==> config.mk <==
export PLATFORM = sky130hd
export DESIGN_NAME = cio_console
export DESIGN_NICKNAME = d
export VERILOG_FILES = /design/src/rtl/cio_pkg.sv /design/src/rtl/cio_decode.sv /design/src/rtl/cio_kbd_port.sv /design/src/rtl/cio_disp_port.sv /design/src/rtl/cio_ctl_reg.sv /design/src/rtl/cio_console.sv
export SDC_FILE = /design/constraint.sdc
export NUM_CORES = 1
export LEC_CHECK = 0
export BUFFER_PORTS_ARGS = -buffer_cell sky130_fd_sc_hd__buf_2
export CAP_MARGIN = 0
export CORE_MARGIN = 8
export CORE_UTILIZATION = 45
export CTS_CLUSTER_SIZE = 8
export DETAILED_ROUTE_END_ITERATION = 12
export PLACE_DENSITY = 0.81
export SLEW_MARGIN = 10
export SYNTH_ARGS = -nofsm -noshare
export SYNTH_HDL_FRONTEND = slang
export SYNTH_SLANG_ARGS = --single-unit
export TNS_END_PERCENT = 20
==> constraint.sdc <==
create_clock -name clk -period 2 [get_ports clk]
set_input_delay 0.2 -clock clk [delete_from_list [all_inputs] [get_ports clk]]
set_output_delay 0.2 -clock clk [all_outputs]
set_load 0.1 [all_outputs]
==> src/rtl/cio_pkg.sv <==
package cio_pkg;

    localparam int CIO_DATA_W = 16;
    localparam int CIO_CHAR_W = 8;

    localparam logic [CIO_DATA_W-1:0] CIO_KSTAT_ADDR = 16'hFE00;
    localparam logic [CIO_DATA_W-1:0] CIO_KCHAR_ADDR = 16'hFE02;
    localparam logic [CIO_DATA_W-1:0] CIO_DSTAT_ADDR = 16'hFE04;
    localparam logic [CIO_DATA_W-1:0] CIO_DCHAR_ADDR = 16'hFE06;
    localparam logic [CIO_DATA_W-1:0] CIO_MCTL_ADDR  = 16'hFFFE;
    localparam logic [CIO_DATA_W-1:0] CIO_MCTL_RESET = 16'h8000;

    typedef struct packed {
        logic kstat;
        logic kchar;
        logic dstat;
        logic dchar;
        logic mctl;
    } cio_hit_t;

    typedef struct packed {
        logic                  rdy;
        logic [CIO_CHAR_W-1:0] chr;
    } cio_chan_t;

    function automatic logic [CIO_DATA_W-1:0] cio_status_word(input logic rdy);
        logic [CIO_DATA_W-1:0] w;
        w = '0;
        w[CIO_DATA_W-1] = rdy;
        return w;
    endfunction

endpackage

==> src/rtl/cio_decode.sv <==
module cio_decode
    import cio_pkg::*;
#(
    parameter int                  DATA_W     = CIO_DATA_W,
    parameter logic [DATA_W-1:0]   KSTAT_ADDR = CIO_KSTAT_ADDR,
    parameter logic [DATA_W-1:0]   KCHAR_ADDR = CIO_KCHAR_ADDR,
    parameter logic [DATA_W-1:0]   DSTAT_ADDR = CIO_DSTAT_ADDR,
    parameter logic [DATA_W-1:0]   DCHAR_ADDR = CIO_DCHAR_ADDR,
    parameter logic [DATA_W-1:0]   MCTL_ADDR  = CIO_MCTL_ADDR
) (
    input  logic [DATA_W-1:0] addr,
    input  logic              rd,
    input  logic              wr,
    output cio_hit_t          hit,
    output logic              dev_any,
    output logic              mem_sel
);

    always_comb begin
        hit.kstat = (addr == KSTAT_ADDR);
        hit.kchar = (addr == KCHAR_ADDR);
        hit.dstat = (addr == DSTAT_ADDR);
        hit.dchar = (addr == DCHAR_ADDR);
        hit.mctl  = (addr == MCTL_ADDR);
        dev_any   = |hit;
        mem_sel   = (rd | wr) & ~dev_any;
    end

endmodule

==> src/rtl/cio_kbd_port.sv <==
module cio_kbd_port
    import cio_pkg::*;
#(
    parameter int CHAR_W = CIO_CHAR_W
) (
    input  logic              clk,
    input  logic              rst_n,
    input  logic              char_rd,
    input  logic              in_valid,
    input  logic [CHAR_W-1:0] in_byte,
    output logic              rdy,
    output logic [CHAR_W-1:0] chr
);

    cio_chan_t st_d, st_q;

    always_comb begin
        st_d = st_q;
        if (in_valid) begin
            st_d.rdy = 1'b1;
            st_d.chr = in_byte;
        end else if (char_rd) begin
            st_d.rdy = 1'b0;
        end
    end

    always_ff @(posedge clk or negedge rst_n) begin
        if (!rst_n) st_q <= '0;
        else        st_q <= st_d;
    end

    assign rdy = st_q.rdy;
    assign chr = st_q.chr;

endmodule

==> src/rtl/cio_disp_port.sv <==
module cio_disp_port
    import cio_pkg::*;
#(
    parameter int CHAR_W = CIO_CHAR_W
) (
    input  logic              clk,
    input  logic              rst_n,
    input  logic              char_wr,
    input  logic [CHAR_W-1:0] wr_byte,
    input  logic              accept,
    output logic              rdy,
    output logic              out_valid,
    output logic [CHAR_W-1:0] out_byte
);

    cio_chan_t st_d, st_q;

    always_comb begin
        st_d = st_q;
        if (st_q.rdy) begin
            if (char_wr) begin
                st_d.rdy = 1'b0;
                st_d.chr = wr_byte;
            end
        end else if (accept) begin
            st_d.rdy = 1'b1;
        end
    end

    always_ff @(posedge clk or negedge rst_n) begin
        if (!rst_n) begin
            st_q.rdy <= 1'b1;
            st_q.chr <= '0;
        end else begin
            st_q <= st_d;
        end
    end

    assign rdy       = st_q.rdy;
    assign out_valid = ~st_q.rdy;
    assign out_byte  = st_q.chr;

endmodule

==> src/rtl/cio_ctl_reg.sv <==
module cio_ctl_reg
    import cio_pkg::*;
#(
    parameter int                DATA_W    = CIO_DATA_W,
    parameter logic [DATA_W-1:0] RESET_VAL = CIO_MCTL_RESET
) (
    input  logic              clk,
    input  logic              rst_n,
    input  logic              wr,
    input  logic [DATA_W-1:0] wdata,
    output logic [DATA_W-1:0] value,
    output logic              run
);

    logic [DATA_W-1:0] ctl_d, ctl_q;

    always_comb begin
        ctl_d = ctl_q;
        if (wr) ctl_d = wdata;
    end

    always_ff @(posedge clk or negedge rst_n) begin
        if (!rst_n) ctl_q <= RESET_VAL;
        else        ctl_q <= ctl_d;
    end

    assign value = ctl_q;
    assign run   = ctl_q[DATA_W-1];

endmodule

==> src/rtl/cio_console.sv <==
module cio_console
    import cio_pkg::*;
#(
    parameter int                DATA_W     = CIO_DATA_W,
    parameter int                CHAR_W     = CIO_CHAR_W,
    parameter logic [DATA_W-1:0] KSTAT_ADDR = CIO_KSTAT_ADDR,
    parameter logic [DATA_W-1:0] KCHAR_ADDR = CIO_KCHAR_ADDR,
    parameter logic [DATA_W-1:0] DSTAT_ADDR = CIO_DSTAT_ADDR,
    parameter logic [DATA_W-1:0] DCHAR_ADDR = CIO_DCHAR_ADDR,
    parameter logic [DATA_W-1:0] MCTL_ADDR  = CIO_MCTL_ADDR,
    parameter logic [DATA_W-1:0] MCTL_RESET = CIO_MCTL_RESET
) (
    input  logic              clk,
    input  logic              rst_n,
    input  logic [DATA_W-1:0] bus_addr,
    input  logic              bus_rd,
    input  logic              bus_wr,
    input  logic [DATA_W-1:0] bus_wdata,
    input  logic [DATA_W-1:0] mem_rdata,
    output logic [DATA_W-1:0] rdata,
    output logic              mem_sel,
    input  logic              kbd_valid,
    input  logic [CHAR_W-1:0] kbd_byte,
    output logic              disp_valid,
    output logic [CHAR_W-1:0] disp_byte,
    input  logic              disp_accept,
    output logic              run_en
);

    localparam int PAD_W = DATA_W - CHAR_W;

    cio_hit_t          hit;
    logic              dev_any;
    logic              kbd_rdy;
    logic [CHAR_W-1:0] kbd_chr;
    logic              disp_rdy;
    logic [DATA_W-1:0] mctl_val;

    cio_decode #(
        .DATA_W     (DATA_W),
        .KSTAT_ADDR (KSTAT_ADDR),
        .KCHAR_ADDR (KCHAR_ADDR),
        .DSTAT_ADDR (DSTAT_ADDR),
        .DCHAR_ADDR (DCHAR_ADDR),
        .MCTL_ADDR  (MCTL_ADDR)
    ) u_decode (
        .addr    (bus_addr),
        .rd      (bus_rd),
        .wr      (bus_wr),
        .hit     (hit),
        .dev_any (dev_any),
        .mem_sel (mem_sel)
    );

    cio_kbd_port #(.CHAR_W(CHAR_W)) u_kbd (
        .clk      (clk),
        .rst_n    (rst_n),
        .char_rd  (bus_rd & hit.kchar),
        .in_valid (kbd_valid),
        .in_byte  (kbd_byte),
        .rdy      (kbd_rdy),
        .chr      (kbd_chr)
    );

    cio_disp_port #(.CHAR_W(CHAR_W)) u_disp (
        .clk       (clk),
        .rst_n     (rst_n),
        .char_wr   (bus_wr & hit.dchar),
        .wr_byte   (bus_wdata[CHAR_W-1:0]),
        .accept    (disp_accept),
        .rdy       (disp_rdy),
        .out_valid (disp_valid),
        .out_byte  (disp_byte)
    );

    cio_ctl_reg #(
        .DATA_W    (DATA_W),
        .RESET_VAL (MCTL_RESET)
    ) u_ctl (
        .clk   (clk),
        .rst_n (rst_n),
        .wr    (bus_wr & hit.mctl),
        .wdata (bus_wdata),
        .value (mctl_val),
        .run   (run_en)
    );

    always_comb begin
        rdata = mem_rdata;
        if (dev_any) begin
            rdata = '0;
            if (hit.kstat) rdata = cio_status_word(kbd_rdy);
            if (hit.kchar) rdata = {{PAD_W{1'b0}}, kbd_chr};
            if (hit.dstat) rdata = cio_status_word(disp_rdy);
            if (hit.mctl)  rdata = mctl_val;
        end
    end

endmodule

==> results of run 1 <==
-- power by group through the flow --
stage	logic [W]	clock network, W	registers (W)
6_report	0.000351	0.000507	0.000713
5_1_grt	0.000366	0.000553	0.000714
4_1_cts	0.000354	0.000517	0.000713
3_5_place_dp	0.000352	0	0.000726
3_3_place_gp	0.000346	0	0.000725
2_1_floorplan	0.000182	0	0.000723
-- critical path, stage by stage --
cell,delay [ns]
buf_2,0.11
nor4_1,0.32
and4bb_2,0.32
and3b_2,0.31
a221o_1,0.23
buf_12,0.19
-- path summary, 6_finish.rpt --
| kind | start | endpoint | slack (ns) | cells past startpoint |
|---|---|---|---|---|
| hold reg to reg | u_kbd.rdy | u_kbd.rdy | 0.48 | 1 |
| setup / recovery | bus_addr[8] | rdata[4] | 0.12 | 6 |
| max in group asynchronous | rst_n | u_ctl.value[11] | 1.00 | 2 |
| hold / removal | bus_wdata[15] | u_ctl.value[15] | 0.15 | 2 |
| setup reg to reg | u_disp.rdy | u_disp.out_byte[1] | 0.45 | 4 |
| min in group asynchronous | rst_n | u_disp.out_byte[2] | 0.52 | 2 |
-- sequential cells by signal (all words and copies together) (netlist names) --
register and count:
u_ctl.value 16, u_disp.out_byte 8, u_disp.rdy 1, u_kbd.chr 8, u_kbd.rdy 1
-- area by class of cell --
cell class,count,area (µm²)
Clock buffer,7,86.33
Clock inverter,1,5.005
Timing Repair Buffer,92,740.7
Sequential cell,34,853.3
Tap cell,48,60.06
Fill cell,260,1084
Multi-Input combinational cell,81,800.8
Inverter,1,3.754
-- logic make-up after synthesis --
logic type	synth area share [%]
muxes	24.81
DFF	50.67
and+or+nand+nor	12.41
AOI/OAI and AO/OA	9.881
buffers and inverters	2.228
-- cell usage after synthesis --
cell / count
dfstp_2: 2
dfrtp_1: 32
o21ai_1: 1
a221o_1: 8
nand2_4: 1
nor4_1: 1
buf_2: 3
o21ai_0: 1
a22o_1: 7
nor2_1: 6
mux2_2: 22
and2_1: 10
buf_6: 1
nand4b_1: 1
nand4b_4: 1
and3b_1: 1
mux2i_1: 2
and4_1: 1
mux2_4: 10
nand2_1: 1
nand4_1: 3
a21o_1: 1
and4bb_2: 1
inv_1: 1
o21a_1: 1
clkbuf_1: 2
nor4_4: 1
-- what timing repair did --
| action | CTS | global route |
|---|---|---|
| hold endpoints to repair | 5 | 0 |
| hold buffers | 1 | 0 |
| endpoints found under the setup margin | 0 | 8 |
| buffers inserted | 0 | 0 |
| gates resized for setup | 0 | 1 |
-- routing by layer --
| layer | wire [µm] | GRT usage [%] | part of all wire, % | up-vias |
|---|---|---|---|---|
| met5 | 0 | 0 | 0 | - |
| met4 | 54 | 5.660 | 1.2 | 0 |
| met3 | 242 | 5.245 | 5.2 | 5 |
| met2 | 2561 | 27.89 | 55 | 39 |
| met1 | 1806 | 17.11 | 39 | 677 |
| li1 | - | - | - | 650 |
-- stage by stage --
| stage | setup slack (ns) | total power, W | TNS [ns] | instance area, µm² |
|---|---|---|---|---|
| 2_1_floorplan | -0.04949 | 0.0009054 | -0.5941 | 1690 |
| 3_3_place_gp | 0.1005 | 0.001071 | 0 | 2447 |
| 3_5_place_dp | 0.02783 | 0.001078 | 0 | 2447 |
| 4_1_cts | 0.02275 | 0.001584 | 0 | 2549 |
| 5_1_grt | 0.03238 | 0.001633 | 0 | 2550 |
| 6_report | 0.1248 | 0.001570 | 0 | 2550 |
==> summary.txt, run 1 <==
Run status
  – Status: completed

Die
  – Die Area: 5956 µm²
  – Core footprint: 3633 µm²
  – I/O pins: 89
  – Die height: 77.18 µm
  – # rows: 22
  – Chip Width: 77.18 µm
  – Initial Utilization: 46.35%

Logic synthesis
  – Yosys cell types: 27
  – Synth Cell Area: 1684 µm²
  – Mapped Cells: 122
  – Sequential fraction of the synthesis area: 50.67%
  – Yosys reg bits: 34
  – Syn Nets: 184
  – Top-area cell type share of the netlist area: 47.55%
  – Synth area leaders: dfrtp_1 (48%), mux2_2 (15%), mux2_4 (8.9%), a221o_1 (4.8%), and2_1 (3.7%)
  – Syn_area_per_cell: 13.80 µm²
  – Synth warn: 0
  – Cell accounting for the most synthesized area: dfrtp_1

Power
  – Net Sw Power: 0.0004436 W
  – Pleak: 1.344 nW
  – Clock power share: 32.3%
  – Register share of total power: 45.4%
  – Logic gate share of total power: 22.3%
  – Internal power: 0.001127 W
  – Power per cell area: 615.8 nW/µm²
  – Peak VDD IR: 0.3732 mV
  – Sw Ratio: 28.25%

Routing
  – Routed Antenna Nets: 0
  – 1st-iter DRT viols: 64
  – DR vias: 1,371
  – DRC violations left: 0
  – First-pass DRT Iterations: 4
  – Wire length per cell: 17.67 µm
  – WL final: 4664 µm
  – Via/cell ratio: 5.193

Setup path
  – Required @ worst endpoint: 1.80 ns
  – Critical path class: input pin to output pin
  – Crit path max fanout: 8
  – Crit path DAT: 1.68 ns
  – Crit path launch type: input pin
  – Worst setup EP type: output pin

Clocking
  – Sink Count: 34
  – Htree depth: 2
  – CTS tree: built
  – Root Driver: clkbuf_8
  – Worst-skew pair later-pin latency: 0.28 ns
  – Cts bufs inserted: 5
  – Clock buffer depth: 2
  – Clock slew at reported path FFs: 0.07 ns

Finish
  – Area grow syn2layout: 51.41%
  – Post-layout util: 70.18%
  – Antenna Cells: 0
  – NumNets Final: 277
  – Layout Cells excl Fill: 264
  – Most common cell after layout, fill and taps aside: buf_2
  – Share of layout cells above drive strength 1: 64.81%
  – Most frequent cells in the layout: buf_2 (71), dfrtp_1 (32), mux2_2 (22), buf_12 (18)

Placement
  – Post-DP HPWL: 3794 µm
  – IO buf count: 88
  – Placed Cells: 255
  – Placer Congestion: 0.7689

Job
  – MaxCap Viol Count: 0

STA
  – Fmax: 533.3 MHz
  – Tightest hold margin: 0.1465 ns
  – Final worst-path cycle share: 93.76%
  – RSZ-0062 raised after global routing: no
  – Max Clock Skew: 0.004960 ns
  – Slew @ Worst Pin: 0.7447 ns
  – Slew Viols, Final: 0
  – Post-layout minimum cycle time: 1.875 ns
  – Final setup violation count: 0
  – Final hold violations: 0
  – Rel. slew slack: 50.35%

Global route
  – Largest net degree at the start of global routing: 35
  – Overall Global Routing Usage: 15.81%
  – Vias in the first global route: 1,420
  – GRT overflow: 0
  – First-pass GRT wire length: 7583 µm
  – Initial antenna violation count: 0

Worst hold path
  – Hold WC Path Type: input pin to flip-flop
No activity file was read; power rests on OpenSTA's default activity.
==> inputs of run 2 (changes only) <==
--- a/config.mk
+++ b/config.mk
@@ -5,15 +5,17 @@
 export SDC_FILE = /design/constraint.sdc
 export NUM_CORES = 1
 export LEC_CHECK = 0
+export ABC_AREA = 1
 export BUFFER_PORTS_ARGS = -buffer_cell sky130_fd_sc_hd__buf_2
 export CAP_MARGIN = 0
 export CORE_MARGIN = 8
-export CORE_UTILIZATION = 45
+export CORE_UTILIZATION = 48
 export CTS_CLUSTER_SIZE = 8
 export DETAILED_ROUTE_END_ITERATION = 12
-export PLACE_DENSITY = 0.81
+export PLACE_DENSITY = 0.86
 export SLEW_MARGIN = 10
 export SYNTH_ARGS = -nofsm -noshare
 export SYNTH_HDL_FRONTEND = slang
+export SYNTH_HIERARCHICAL = 1
 export SYNTH_SLANG_ARGS = --single-unit
 export TNS_END_PERCENT = 20
==> summary.txt, run 2 <==
Global route
  – Busiest layer in global routing: met2
  – Initial antenna violation count: 0 (unchanged)
  – Vias in the first global route: 2,174 (+53%)
  – Met2 Use GR: 30.46% (+2.6 points)
  – GRT overflow: 0 (unchanged)
  – Overall Global Routing Usage: 18.17% (+2.4 points)
  – Largest net degree at the start of global routing: 35 (unchanged)
  – M1 GR Usage: 21.07% (+4.0 points)
  – GR Util met3: 4.221% (-1.0 points)
  – First-pass GRT wire length: 9646 µm (+27%)

Logic synthesis
  – Yosys reg bits: 34 (unchanged)
  – Post-synth top cells: nand2_1 (129), nand3_1 (33), dfrtp_1 (32)
  – Post-Synth Adder-Cell Area: 0% (unchanged)
  – Main combinational cell family by area after synthesis: simple AND/OR/NAND/NOR gates
  – Syn Nets: 348 (+89%)
  – Ys flop type: dfrtp_1
  – Mapped Cells: 286 (+130%)
  – Synth warn: 6 (+6)
  – XOR/XNOR Fraction of Synth Area: 0% (unchanged)
  – Synth Cell Area: 2116 µm² (+26%)
  – Yosys cell types: 26 (-3.7%)
  – Synth Area in Compound Gates: 0.8279% (-9.1 points)
  – Async SR Flop Fraction: 100.0% (unchanged)
  – Count leader, synth: nand2_1
  – Number of synthesized flops with an enable pin: 0 (unchanged)
  – Top-area cell type share of the netlist area: 37.85% (-9.7 points)
  – Synth area leaders: dfrtp_1 (38%), nand2_1 (23%), nand3_1 (7.8%), buf_6 (5.3%), nand4_1 (3.3%)
  – Syn_area_per_cell: 7.398 µm² (-46%)
  – Post-synthesis mux area share: 0% (-25 points)
  – Sequential fraction of the synthesis area: 40.33% (-10 points)
  – Post-Synth Simple-Gate Area: 47.13% (+35 points)
  – Cell accounting for the most synthesized area: dfrtp_1

STA
  – Slew @ Worst Pin: 0.7340 ns (-0.01065 ns)
  – Final hold violations: 0 (unchanged)
  – Final worst-path cycle share: 93.76% (about the same)
  – Setup_tns: 0 ns (unchanged)
  – Tightest hold margin: 0.1211 ns (-0.02548 ns)
  – Max Clock Skew: 0.003568 ns (-0.001391 ns)
  – Final setup violation count: 0 (unchanged)
  – Rel. slew slack: 51.06% (+0.71 points)
  – RSZ-0062 raised after global routing: yes
  – Post-layout minimum cycle time: 1.875 ns (+0.00003000 ns)
  – Slew Viols, Final: 0 (unchanged)
  – Fmax: 533.3 MHz (about the same)

Die
  – I/O pins: 89 (unchanged)
  – Die height: 82.39 µm (+6.8%)
  – Chip Width: 82.39 µm (+6.8%)
  – Die Area: 6788 µm² (+14%)
  – Initial Utilization: 49.27% (+2.9 points)
  – # rows: 24 (+9.1%)
  – Core footprint: 4294 µm² (+18%)

Power
  – Logic gate share of total power: 23.2% (+0.9 points)
  – Net Sw Power: 0.0004849 W (+9.3%)
  – Pleak: 1.670 nW (+24%)
  – Clock power share: 31.3% (-1.0 points)
  – Peak VDD IR: 0.4474 mV (+20%)
  – Sw Ratio: 31.02% (+2.8 points)
  – Register share of total power: 45.5% (about the same)
  – Power per cell area: 545.6 nW/µm² (-11%)
  – Internal power: 0.001078 W (-4.3%)

Setup path
  – Critical path class: input pin to output pin
  – CP peak stage delay: 0.21 ns (-0.11 ns)
  – CP Cell Sequence: buf_2 -> nand2_1 -> inv_2 -> nand2_2 -> nor2_8 -> nand2_2 -> o21bai_1 -> nand3_4 -> buf_12 -> nand4_1 -> nand3_1 -> buf_12
  – Crit path max fanout: 11 (+3)
  – Crit path DAT: 1.68 ns (about the same)
  – Required @ worst endpoint: 1.80 ns (about the same)
  – CP max stage cell: nand3_4
  – Crit path launch type: input pin
  – Worst setup EP type: output pin

Clocking
  – Post-CTS setup buffer count: 0 (unchanged)
  – Cts bufs inserted: 5 (unchanged)
  – Clock slew at reported path FFs: 0.07 ns (about the same)
  – Root Driver: clkbuf_8
  – CTS tree: built
  – Clock buffer depth: 2 (unchanged)
  – Sink Count: 34 (unchanged)
  – Htree depth: 2 (unchanged)
  – Worst-skew pair later-pin latency: 0.28 ns (about the same)

Finish
  – Largest register FFs: 16 (unchanged)
  – Area grow syn2layout: 35.42%
  – Share of layout cells above drive strength 1: 36.36% (-28 points)
  – Final instance area: 2865 µm² (+12%)
  – NumNets Final: 435 (+57%)
  – Most frequent cells in the layout: nand2_1 (129), buf_2 (72), nand3_1 (32), dfrtp_1 (32), buf_12 (17)
  – Post-layout util: 66.72% (-3.5 points)
  – Antenna Cells: 0 (unchanged)
  – Most common cell after layout, fill and taps aside: nand2_1

Routing
  – DR vias: 2,144 (+56%)
  – DRC violations left: 0 (unchanged)
  – Wire length per cell: 13.96 µm (-21%)
  – Via/cell ratio: 5.033 (-3.1%)
  – Routed Antenna Nets: 0 (unchanged)
  – WL final: 5947 µm (+28%)
  – First-pass DRT Iterations: 4 (unchanged)
  – 1st-iter DRT viols: 94 (+47%)

Worst hold path
  – Hold WC Path Type: input pin to flip-flop

Placement
  – Placer Congestion: 0.7966 (+3.6%)
  – Post-DP HPWL: 4724 µm (+24%)
  – Area after DPL: 2758 µm² (+13%)
  – IO buf count: 88 (unchanged)

Job
  – MaxCap Viol Count: 0 (unchanged)

Run status
  – Status: completed
[run 2: cell types whose count changed after synthesis, moves of 9 or more]
| cell | delta |
|---|---|
| nand2_1 | +128 |
| nand3_1 | +33 |
| mux2_2 | -22 |
| inv_1 | +12 |
| and2_1 | -10 |
| mux2_4 | -10 |
| nand2_2 | +10 |
| buf_6 | +9 |
[run 2: area by class of cell]
cell class | count | area, µm²
Tap cell | 52 | 65.06
Timing Repair Buffer | 94 | 740.7
Clock inverter | 2 | 15.01
Clock buffer | 6 | 72.57
Multi-Input combinational cell | 217 | 1027
Fill cell | 367 | 1429
Sequential cell | 34 | 853.3
Inverter | 21 | 91.34
[run 2: metal layers]
metal	vias to the layer above	part of all wire (%)
li1	1067	-
met1	986	38
met2	76	51
met3	15	7.8
met4	0	3.3
met5	-	0
[run 2: path summary, 6_finish.rpt]
path,slack (ns),to,from,depth (start not counted)
max,0.12,rdata[3],bus_addr[13],12
min,0.12,u_ctl/value[10],bus_wdata[10],3
max reg2reg,0.93,u_disp/out_byte[2],u_disp/rdy,3
min reg2reg,0.48,u_kbd/chr[1],u_kbd/chr[1],2
max in group asynchronous,0.99,u_kbd/chr[2],rst_n,2
min in group asynchronous,0.54,u_ctl/value[7],rst_n,2
[run 2: cell families (layout without fill, tap and decap cells)]
kind of cell | count (synthesis) | after routing
flip-flops | 34 | 34
AO/OA/AOI/OAI | 3 | 3
AND/OR/NAND/NOR | 214 | 214
buffers and inverters | 35 | 123
[run 2: worst max-delay path, delay by kind of cell]
family	cells	cell delay [ns]
and+or+nand+nor	7	0.75
AOI/OAI and AO/OA	1	0.17
buffers and inverters	4	0.53
[run 2: per-stage QoR]
| step | setup WS (ns) | instances | power [W] |
|---|---|---|---|
| final | 0.1248 | 426 | 0.001563 |
| after global routing | -0.007134 | 426 | 0.001626 |
| after CTS | 0.04344 | 426 | 0.001576 |
| after detailed placement | 0.06749 | 417 | 0.001086 |
| after global placement | 0.1156 | 417 | 0.001081 |
| after floorplan | -0.07355 | 286 | 0.0009123 |
[run 2: power groups by stage]
stage	Clock [W]	Combinational [W]	Sequential, W
floorplan	0	0.000191	0.000721
global placement	0	0.000357	0.000724
global route	0.000529	0.000385	0.000712
finish	0.000489	0.000363	0.000711
detailed placement	0	0.000363	0.000723
CTS	0.000500	0.000365	0.000711
[run 2: timing repair]
| item | 4_1_cts | 5_1_grt |
|---|---|---|
| hold endpoints to repair | 30 | 0 |
| endpoints found under the setup margin | 0 | 16 |
| resized for setup | 0 | 3 |
| hold buffers | 1 | 0 |
